$ cat config.mk
export PLATFORM = sky130hd
export DESIGN_NAME = seq_adc_ctrl
export DESIGN_NICKNAME = d
export VERILOG_FILES = /design/src/rtl/seq_adc_ctrl.sv
export SDC_FILE = /design/constraint.sdc
export NUM_CORES = 2
export LEC_CHECK = 0
export BUFFER_PORTS_ARGS = -buffer_cell sky130_fd_sc_hd__buf_4
export CORE_MARGIN = 8
export CORE_UTILIZATION = 67
export DETAILED_ROUTE_END_ITERATION = 6
export PLACE_DENSITY = 0.85
export SETUP_SLACK_MARGIN = 0.4
export SLEW_MARGIN = 40
export SYNTH_ARGS = -nofsm -noshare
export SYNTH_HDL_FRONTEND = slang
export SYNTH_SLANG_ARGS = --single-unit
$ cat constraint.sdc
create_clock -name clk -period 27.2 [get_ports clk]
set_clock_uncertainty 0.1 [all_clocks]
set_input_delay 1.36 -clock clk [delete_from_list [all_inputs] [get_ports clk]]
set_output_delay 1.36 -clock clk [all_outputs]
set_load 0.05 [all_outputs]
$ cat src/rtl/seq_adc_ctrl.sv
module seq_adc_ctrl #(
  parameter int NSEQ  = 4,
  parameter int DEPTH = 16,
  parameter int AW    = 8,
  parameter int SW    = 10,
  parameter logic [3:0] TIMER_CODE = 4'd5
) (
  input  logic            clk,
  input  logic            rst_n,
  input  logic            timer_trig,
  input  logic            wr_en,
  input  logic            rd_en,
  input  logic [AW-1:0]   addr,
  input  logic [31:0]     wdata,
  output logic [31:0]     rdata,
  output logic [NSEQ-1:0] irq
);
  localparam int PW = $clog2(DEPTH);
  localparam int CW = PW + 1;

  logic [NSEQ-1:0]   en_q, mask_q, raw_q, ovf_q, unf_q;
  logic [4*NSEQ-1:0] src_q;
  logic [31:0]       noise_q, noise_d;
  logic [SW-1:0]     mem [NSEQ][DEPTH];
  logic [PW-1:0]     wp [NSEQ];
  logic [PW-1:0]     rp [NSEQ];
  logic [CW-1:0]     cnt [NSEQ];
  logic [SW-1:0]     last [NSEQ];
  logic [NSEQ-1:0]   cap, pop;
  logic [SW-1:0]     samp [NSEQ];
  logic [31:0]       rd_mux;
  logic              in_seq;
  logic [2:0]        sidx;

  assign irq    = raw_q & mask_q;
  assign in_seq = (addr >= AW'(8'h40)) && (addr < AW'(8'h40 + 32 * NSEQ));
  assign sidx   = 3'(addr[7:5] - 3'd2);

  always_comb begin
    noise_d = noise_q;
    for (int i = 0; i < NSEQ; i++) begin
      cap[i]  = timer_trig && en_q[i] && (src_q[4*i +: 4] == TIMER_CODE);
      samp[i] = '0;
      if (cap[i]) begin
        noise_d = noise_d * 32'd314159 + 32'd1;
        samp[i] = SW'(10'h200) + SW'(noise_d[18:16]);
      end
      pop[i] = rd_en && in_seq && (addr[4:0] == 5'h00) && (sidx == 3'(i));
    end
  end

  always_comb begin
    rd_mux = '0;
    if (in_seq) begin
      for (int i = 0; i < NSEQ; i++) begin
        if (sidx == 3'(i)) begin
          if (addr[4:0] == 5'h00)
            rd_mux = 32'(cnt[i] != 0 ? mem[i][rp[i]] : last[i]);
          else if (addr[4:0] == 5'h04)
            rd_mux = {22'b0, cnt[i] == CW'(DEPTH), cnt[i] == 0, 4'(wp[i]), 4'(rp[i])};
        end
      end
    end else begin
      case (addr)
        AW'(8'h00): rd_mux = 32'(en_q);
        AW'(8'h04): rd_mux = 32'(raw_q);
        AW'(8'h08): rd_mux = 32'(mask_q);
        AW'(8'h0C): rd_mux = 32'(irq);
        AW'(8'h10): rd_mux = 32'(ovf_q);
        AW'(8'h14): rd_mux = 32'(unf_q);
        AW'(8'h18): rd_mux = 32'(src_q);
        default:    rd_mux = '0;
      endcase
    end
  end

  always_ff @(posedge clk) begin
    if (!rst_n) begin
      en_q <= '0; mask_q <= '0; raw_q <= '0; ovf_q <= '0; unf_q <= '0;
      src_q <= '0; noise_q <= '0; rdata <= '0;
      for (int i = 0; i < NSEQ; i++) begin
        wp[i] <= '0; rp[i] <= '0; cnt[i] <= '0; last[i] <= '0;
      end
    end else begin
      noise_q <= noise_d;
      if (rd_en) rdata <= rd_mux;
      if (wr_en && addr == AW'(8'h00)) en_q   <= wdata[NSEQ-1:0];
      if (wr_en && addr == AW'(8'h08)) mask_q <= wdata[NSEQ-1:0];
      if (wr_en && addr == AW'(8'h18)) src_q  <= wdata[4*NSEQ-1:0];
      for (int i = 0; i < NSEQ; i++) begin
        if (cap[i]) raw_q[i] <= 1'b1;
        else if (wr_en && addr == AW'(8'h0C) && wdata[i]) raw_q[i] <= 1'b0;
        if (cap[i] && cnt[i] == CW'(DEPTH)) ovf_q[i] <= 1'b1;
        else if (wr_en && addr == AW'(8'h10) && wdata[i]) ovf_q[i] <= 1'b0;
        if (pop[i] && cnt[i] == 0) unf_q[i] <= 1'b1;
        else if (wr_en && addr == AW'(8'h14) && wdata[i]) unf_q[i] <= 1'b0;
        if (cap[i] && cnt[i] != CW'(DEPTH)) wp[i] <= wp[i] + 1'b1;
        if (pop[i] && cnt[i] != 0) begin
          rp[i]   <= rp[i] + 1'b1;
          last[i] <= mem[i][rp[i]];
        end
        cnt[i] <= cnt[i] + CW'(cap[i] && cnt[i] != CW'(DEPTH)) - CW'(pop[i] && cnt[i] != 0);
      end
    end
  end

  always_ff @(posedge clk) begin
    for (int i = 0; i < NSEQ; i++)
      if (rst_n && cap[i] && cnt[i] != CW'(DEPTH)) mem[i][wp[i]] <= samp[i];
  end

  p_noise_idle_r1: assert property (@(posedge clk) disable iff (!rst_n)
    (timer_trig == 1'b0) |=> $stable(noise_q));

  for (genvar g = 0; g < NSEQ; g++) begin : g_chk
    p_off_no_fill_r1: assert property (@(posedge clk) disable iff (!rst_n)
      (timer_trig && !en_q[g] && !pop[g]) |=> (cnt[g] == $past(cnt[g])));
    p_count_bound_r3: assert property (@(posedge clk) disable iff (!rst_n)
      cnt[g] <= CW'(DEPTH));
    p_ovf_sticky_r4: assert property (@(posedge clk) disable iff (!rst_n)
      (ovf_q[g] && !(wr_en && addr == AW'(8'h10) && wdata[g])) |=> ovf_q[g]);
    p_capture_raw_r6: assert property (@(posedge clk) disable iff (!rst_n)
      (timer_trig && en_q[g] && src_q[4*g +: 4] == TIMER_CODE) |=> raw_q[g]);
    p_irq_cleared_r6: assert property (@(posedge clk) disable iff (!rst_n)
      (wr_en && addr == AW'(8'h0C) && wdata[g] && !timer_trig) |=> !irq[g]);
  end
endmodule

---- Word level (Yosys, flattened, before mapping) ----
Memory sizes are Yosys's and may differ from the RTL's.
Cells that the tools add are included.
word-level totals
  register bits ........................... 100
  RAM bits ................................ 732
  input port bits ......................... 45
  output and inout port bits .............. 36
  logic and storage cells ................. 316
  memories kept ........................... 5
cells by class
  add/sub/neg operators ................... 25
  $mul .................................... 4
  order comparisons ....................... 14
  equal/unequal tests ..................... 22
  muxes and demuxes ....................... 120
  bitwise operators ....................... 25
  reductions and logical operators ........ 84
memory list
  memory  words  width  read ports  clocked after memory_dff  write ports  RTL line  text
  mem     4      160    4           0                         4            24        logic [SW-1:0] mem [NSEQ][DEPTH];
  last    4      10     4           0                         4            28        logic [SW-1:0] last [NSEQ];
  cnt     4      5      4           0                         4            27        logic [CW-1:0] cnt [NSEQ];
  rp      4      4      4           0                         4            26        logic [PW-1:0] rp [NSEQ];
  wp      4      4      4           0                         4            25        logic [PW-1:0] wp [NSEQ];
operator list
  operator                  count
  $mux W160                 4
  $mux W32                  14
  $mux W10                  27
  $bmux W10 S4              4
  $demux W10 S4             4
  $add A32 B1 Y32 const B   4
  $mul A32 B19 Y32 const B  4
  $pmux W16 S7              1
  $logic_and A1 B1 Y1       61
  $mux W1                   54
  $add A10 B3 Y10 const A   4
  $ge A5 B5 Y1 const B      8
  $not A4 Y5                8
  $add A4 B1 Y4 const B     8
  $mux W4                   8
  $logic_not A5 Y1          5
  $eq A8 B5 Y1 const B      3
  $reduce_bool A2 Y1        12
  $add A5 B1 Y5             4
  $eq A5 B5 Y1 const B      4
  $lt A5 B1 Y1 const B      4
  $mux W5                   4
  $ne A5 B5 Y1 const B      4
  $reduce_bool A5 Y1        4
  14 further kinds          37

---- Logic depth before layout (Yosys ltp) ----
An unclocked memory read counts as a cell.
  depth in word-level cells ............... 18
  depth in mapped cells ................... 76
  depth with buffers taken out ............ 74

---- Least setup slack after synthesis ----
OpenSTA, ideal clock, no wires.
  kind .................................... register to register
  start point ............................. register noise_q[2]
  end point ............................... memory mem[3][102] (netlist name), data pin
  setup time .............................. 0.277 ns
  data arrival time ....................... 17.768 ns
  required time ........................... 26.823 ns
  slack ................................... 9.056 ns
  cell stages (with the launch flop) ...... 68
  path buffers ............................ 0
  clock period less this slack ............ 18.144 ns
  cells stage by stage .................... dfxtp_1 -> inv_1 -> fa_1 -> inv_1 -> ha_1 -> fa_1 -> ha_1 -> ha_1 -> fa_1 -> ha_1 -> xor2_1 -> o21ai_0 -> inv_1 -> fa_1 -> inv_1 -> ha_1 -> ha_1 -> xnor2_1 -> [... 32 more ...] -> inv_1 -> fa_1 -> inv_1 -> fa_1 -> fa_1 -> inv_1 -> fa_1 -> inv_1 -> ha_1 -> nor3_1 -> nor2_1 -> a31o_2 -> a21oi_1 -> xnor2_1 -> xnor2_1 -> xnor3_1 -> xor2_1 -> nor2_1
RTL lines
  item                      RTL line  text
  start: declaration        23        logic [31:0] noise_q, noise_d;
  start signal: assignment  85        noise_q <= noise_d;
  end: declaration          24

==> results.md <==
- Result of the run: finished clean
- Skew-Pair Late Insertion Delay: 0.54 ns
- Startpoint type of the worst setup path: flip-flop
- Residual DRC count: 0
- P&R area growth vs syn: 7.28%
- Residual antenna-violating net count after detailed routing: 0
- Share of post-route cells with drive strength above 1: 0.0916
- Count of pins on the block boundary: 81
- Post-synthesis register bit count: 395
- Total number of clock tree sinks: 395
- Netlist area before placement: 31,900 um2
- LEAKAGE: 16.0 nW
- Die outline width: 234 um
- Buffers inserted by post-CTS timing repair: 0
- Initial Util: 0.674
- Combinational share of power: 0.032
- Switching share of power: 0.215
- Clock Tree Root: clkbuf_16
- Overflow left after global routing: 0
- CTS Buf Count: 37
- Overall routed net length: 75,600 um
- Post-synthesis async set-or-reset flop share: 0
- Leading register cell type out of synthesis: edfxtp_1
- Highest-count cells in the layout ignoring fill and taps: inv_1, ha_1, edfxtp_1
- Max clock buf depth: 3
- Avg Inst Size Synth: 11.2 um2
- Min setup slack post-route: 6.59 ns
- Half-perimeter wire length after placement: 57,600 um
- Setup repair after global routing missed its margin: false
- Die outline area: 54,900 um2
- Yosys warns: 0
- Most common cell on crit path: inv_1
- Type of the worst setup path: reg -> reg
- Placement Rows: 80
- Clock tree from TritonCTS: built
- Cts hold-fix bufs: 0
- Detailed-route via count: 21,500
- Most common cell after layout, fill and taps aside: inv_1
- Number of global-route vias before repair: 23,000
- Final net count: 3,575
- Fmax: 48.5 MHz
- Mapped Cells: 2,856
- Total negative setup slack: 0 ns
- Final slew viol count: 0
- Total net switching power: 0.259 mW
- Time the worst path needs with I/O delays and setup: 20.61 ns
- Worst-case vdd ir drop: 0.0384 mV
- Worst stage delay on the critical path: 0.65 ns
- Vertical die dimension: 234 um
- Critical path fanouts, max: 16
- GRT Resource Usage Total: 0.280
- 1st-iter DRT viols: 2,056
- Wirelength per Cell: 21.4 um
- Initial antenna violation count: 0
- Post-route fraction of the period consumed by the critical path: 0.758
- Internal power: 0.944 mW
- Share of power burned in the clock network: 0.427
- Number of gates resized after CTS: 0
- Gpl congestion: 0.947
- Number of inserted diodes: 0
- Largest net degree at the start of global routing: 82
- Critical path required time: 27.34 ns
- Distinct cells, synth: 79
- Worst slew pin tran: 0.851 ns
- Worst EP arrival: 20.74 ns
- Path class of the lowest-slack min-delay path: reg -> reg
- Capturing element type of the critical path: flip-flop
- H-Tree Level Count: 2
- Number of inserted filler cells in the final layout: 3,129
- First-pass GRT wire length: 120,000 um
- Routed via count divided by cell count: 6.08
- Max-cap viol count: 0
- Fraction of the yosys area taken by sequential cells: 0.343
- Number of setup violations in the final report: 0
- Clock-pin slew of the registers on the worst-case setup and hold paths: 0.08 ns
- Sequential fraction of design power: 0.541
- Power density over cell area: 35.1 nW/um2
- Hold Vio Cnt, Final: 0
- Pre-CTS setup slack: 6.47 ns
- First-pass iteration count of the detailed router: 6
- Placeable core region: 47,300 um2
- Quantity of I/O buffers inserted on ports: 48
- Critical-path cell with the highest stage delay: dfxtp_1
- Number of enable flip-flop cells after synthesis: 304
- Max-Slew Margin vs Limit: 0.433
==> layout make-up <==
class                           count  area, um2  area share
Clock buffer                       44        973      0.0284
Tap cell                          615        769      0.0225
Multi-Input combinational cell   1840      18600       0.544
Inverter                          542       2040      0.0596
Sequential cell                   395      11000       0.320
Clock inverter                     21        203     0.00592
Timing Repair Buffer               85        672      0.0196
==> power groups by stage <==
stage | combinational [mW] | clock [mW] | sequential (mW)
4_1_cts | 0.0370 | 0.514 | 0.651
6_report | 0.0389 | 0.514 | 0.650
3_3_place_gp | 0.0341 | 0 | 0.664
3_5_place_dp | 0.0364 | 0 | 0.664
2_1_floorplan | 0.0285 | 0 | 0.661
5_1_grt | 0.0411 | 0.537 | 0.651
==> path summary, 6_finish.rpt <==
path | startpoint | to | slack (ns) | cells after the start
hold / removal | unf_q[0] | unf_q[0] | 0.36 | 2
setup / recovery | noise_q[2] | mem[3][22] | 6.59 | 71
setup reg to reg | noise_q[2] | mem[3][22] | 6.59 | 71
hold reg to reg | unf_q[0] | unf_q[0] | 0.36 | 2
==> flip-flops by register name, summed over array words and instances, names as in the netlist, 16 cells and up <==
signal and count:
noise_q 19, rdata 16, src_q 16, last 16, cnt 20, wp 16, rp 16, mem 256
==> stage by stage <==
step,util,power [mW],hold slack (ns),instances,instance area (um2)
after global placement,0.695,0.698,0.348,3470,32900
after floorplan,-,0.689,0.336,2871,32000
after global routing,0.723,1.23,0.376,3542,34300
after CTS,0.722,1.20,0.366,3539,34200
final,0.723,1.20,0.365,3542,34300
after detailed placement,0.697,0.700,0.357,3474,33000
==> kinds of logic after synthesis <==
logic type	count (synthesis)	share of synthesized area
xor+xnor	181	0.0520
simple gates	539	0.0788
compound gates	342	0.0671
other cells	1	0.000117
flops	395	0.343
buf+inv	636	0.0770
mux	133	0.0745
fa+ha+maj	629	0.308
==> routing by layer <==
layer / global-route usage / up-vias / routed length, um
li1: - / 9690 / -
met1: 0.333 / 10700 / 28300
met2: 0.514 / 895 / 39600
met3: 0.0328 / 239 / 4420
met4: 0.112 / 0 / 3280
met5: 0 / - / 0
==> worst max-delay path, delay by kind of cell, from the launching register on <==
family | cells | cell delay, ns
flip-flops | 1 | 0.65
multiplexers | 1 | 0.47
AO/OA/AOI/OAI | 10 | 2.95
XOR/XNOR | 7 | 1.39
buffers and inverters | 18 | 1.52
adder cells (fa/ha/maj) | 28 | 11.27
AND/OR/NAND/NOR | 7 | 1.88
==> Yosys cell counts, types with 36 or more instances <==
master    number  area (um2)
dfxtp_1       91        1820
xor2_1        54         473
mux4_2        82        1850
inv_1        536        2010
nand2_1      149         559
o21ai_0       58         290
xnor2_1      122        1070
nor2_1       181         679
a21oi_1      129         646
fa_1         260        5200
mux2i_1       39         390
nand3_1       36         180
ha_1         369        4620
clkbuf_1      65         244
edfxtp_1     304        9130
No activity file was read; power rests on OpenSTA's default activity.
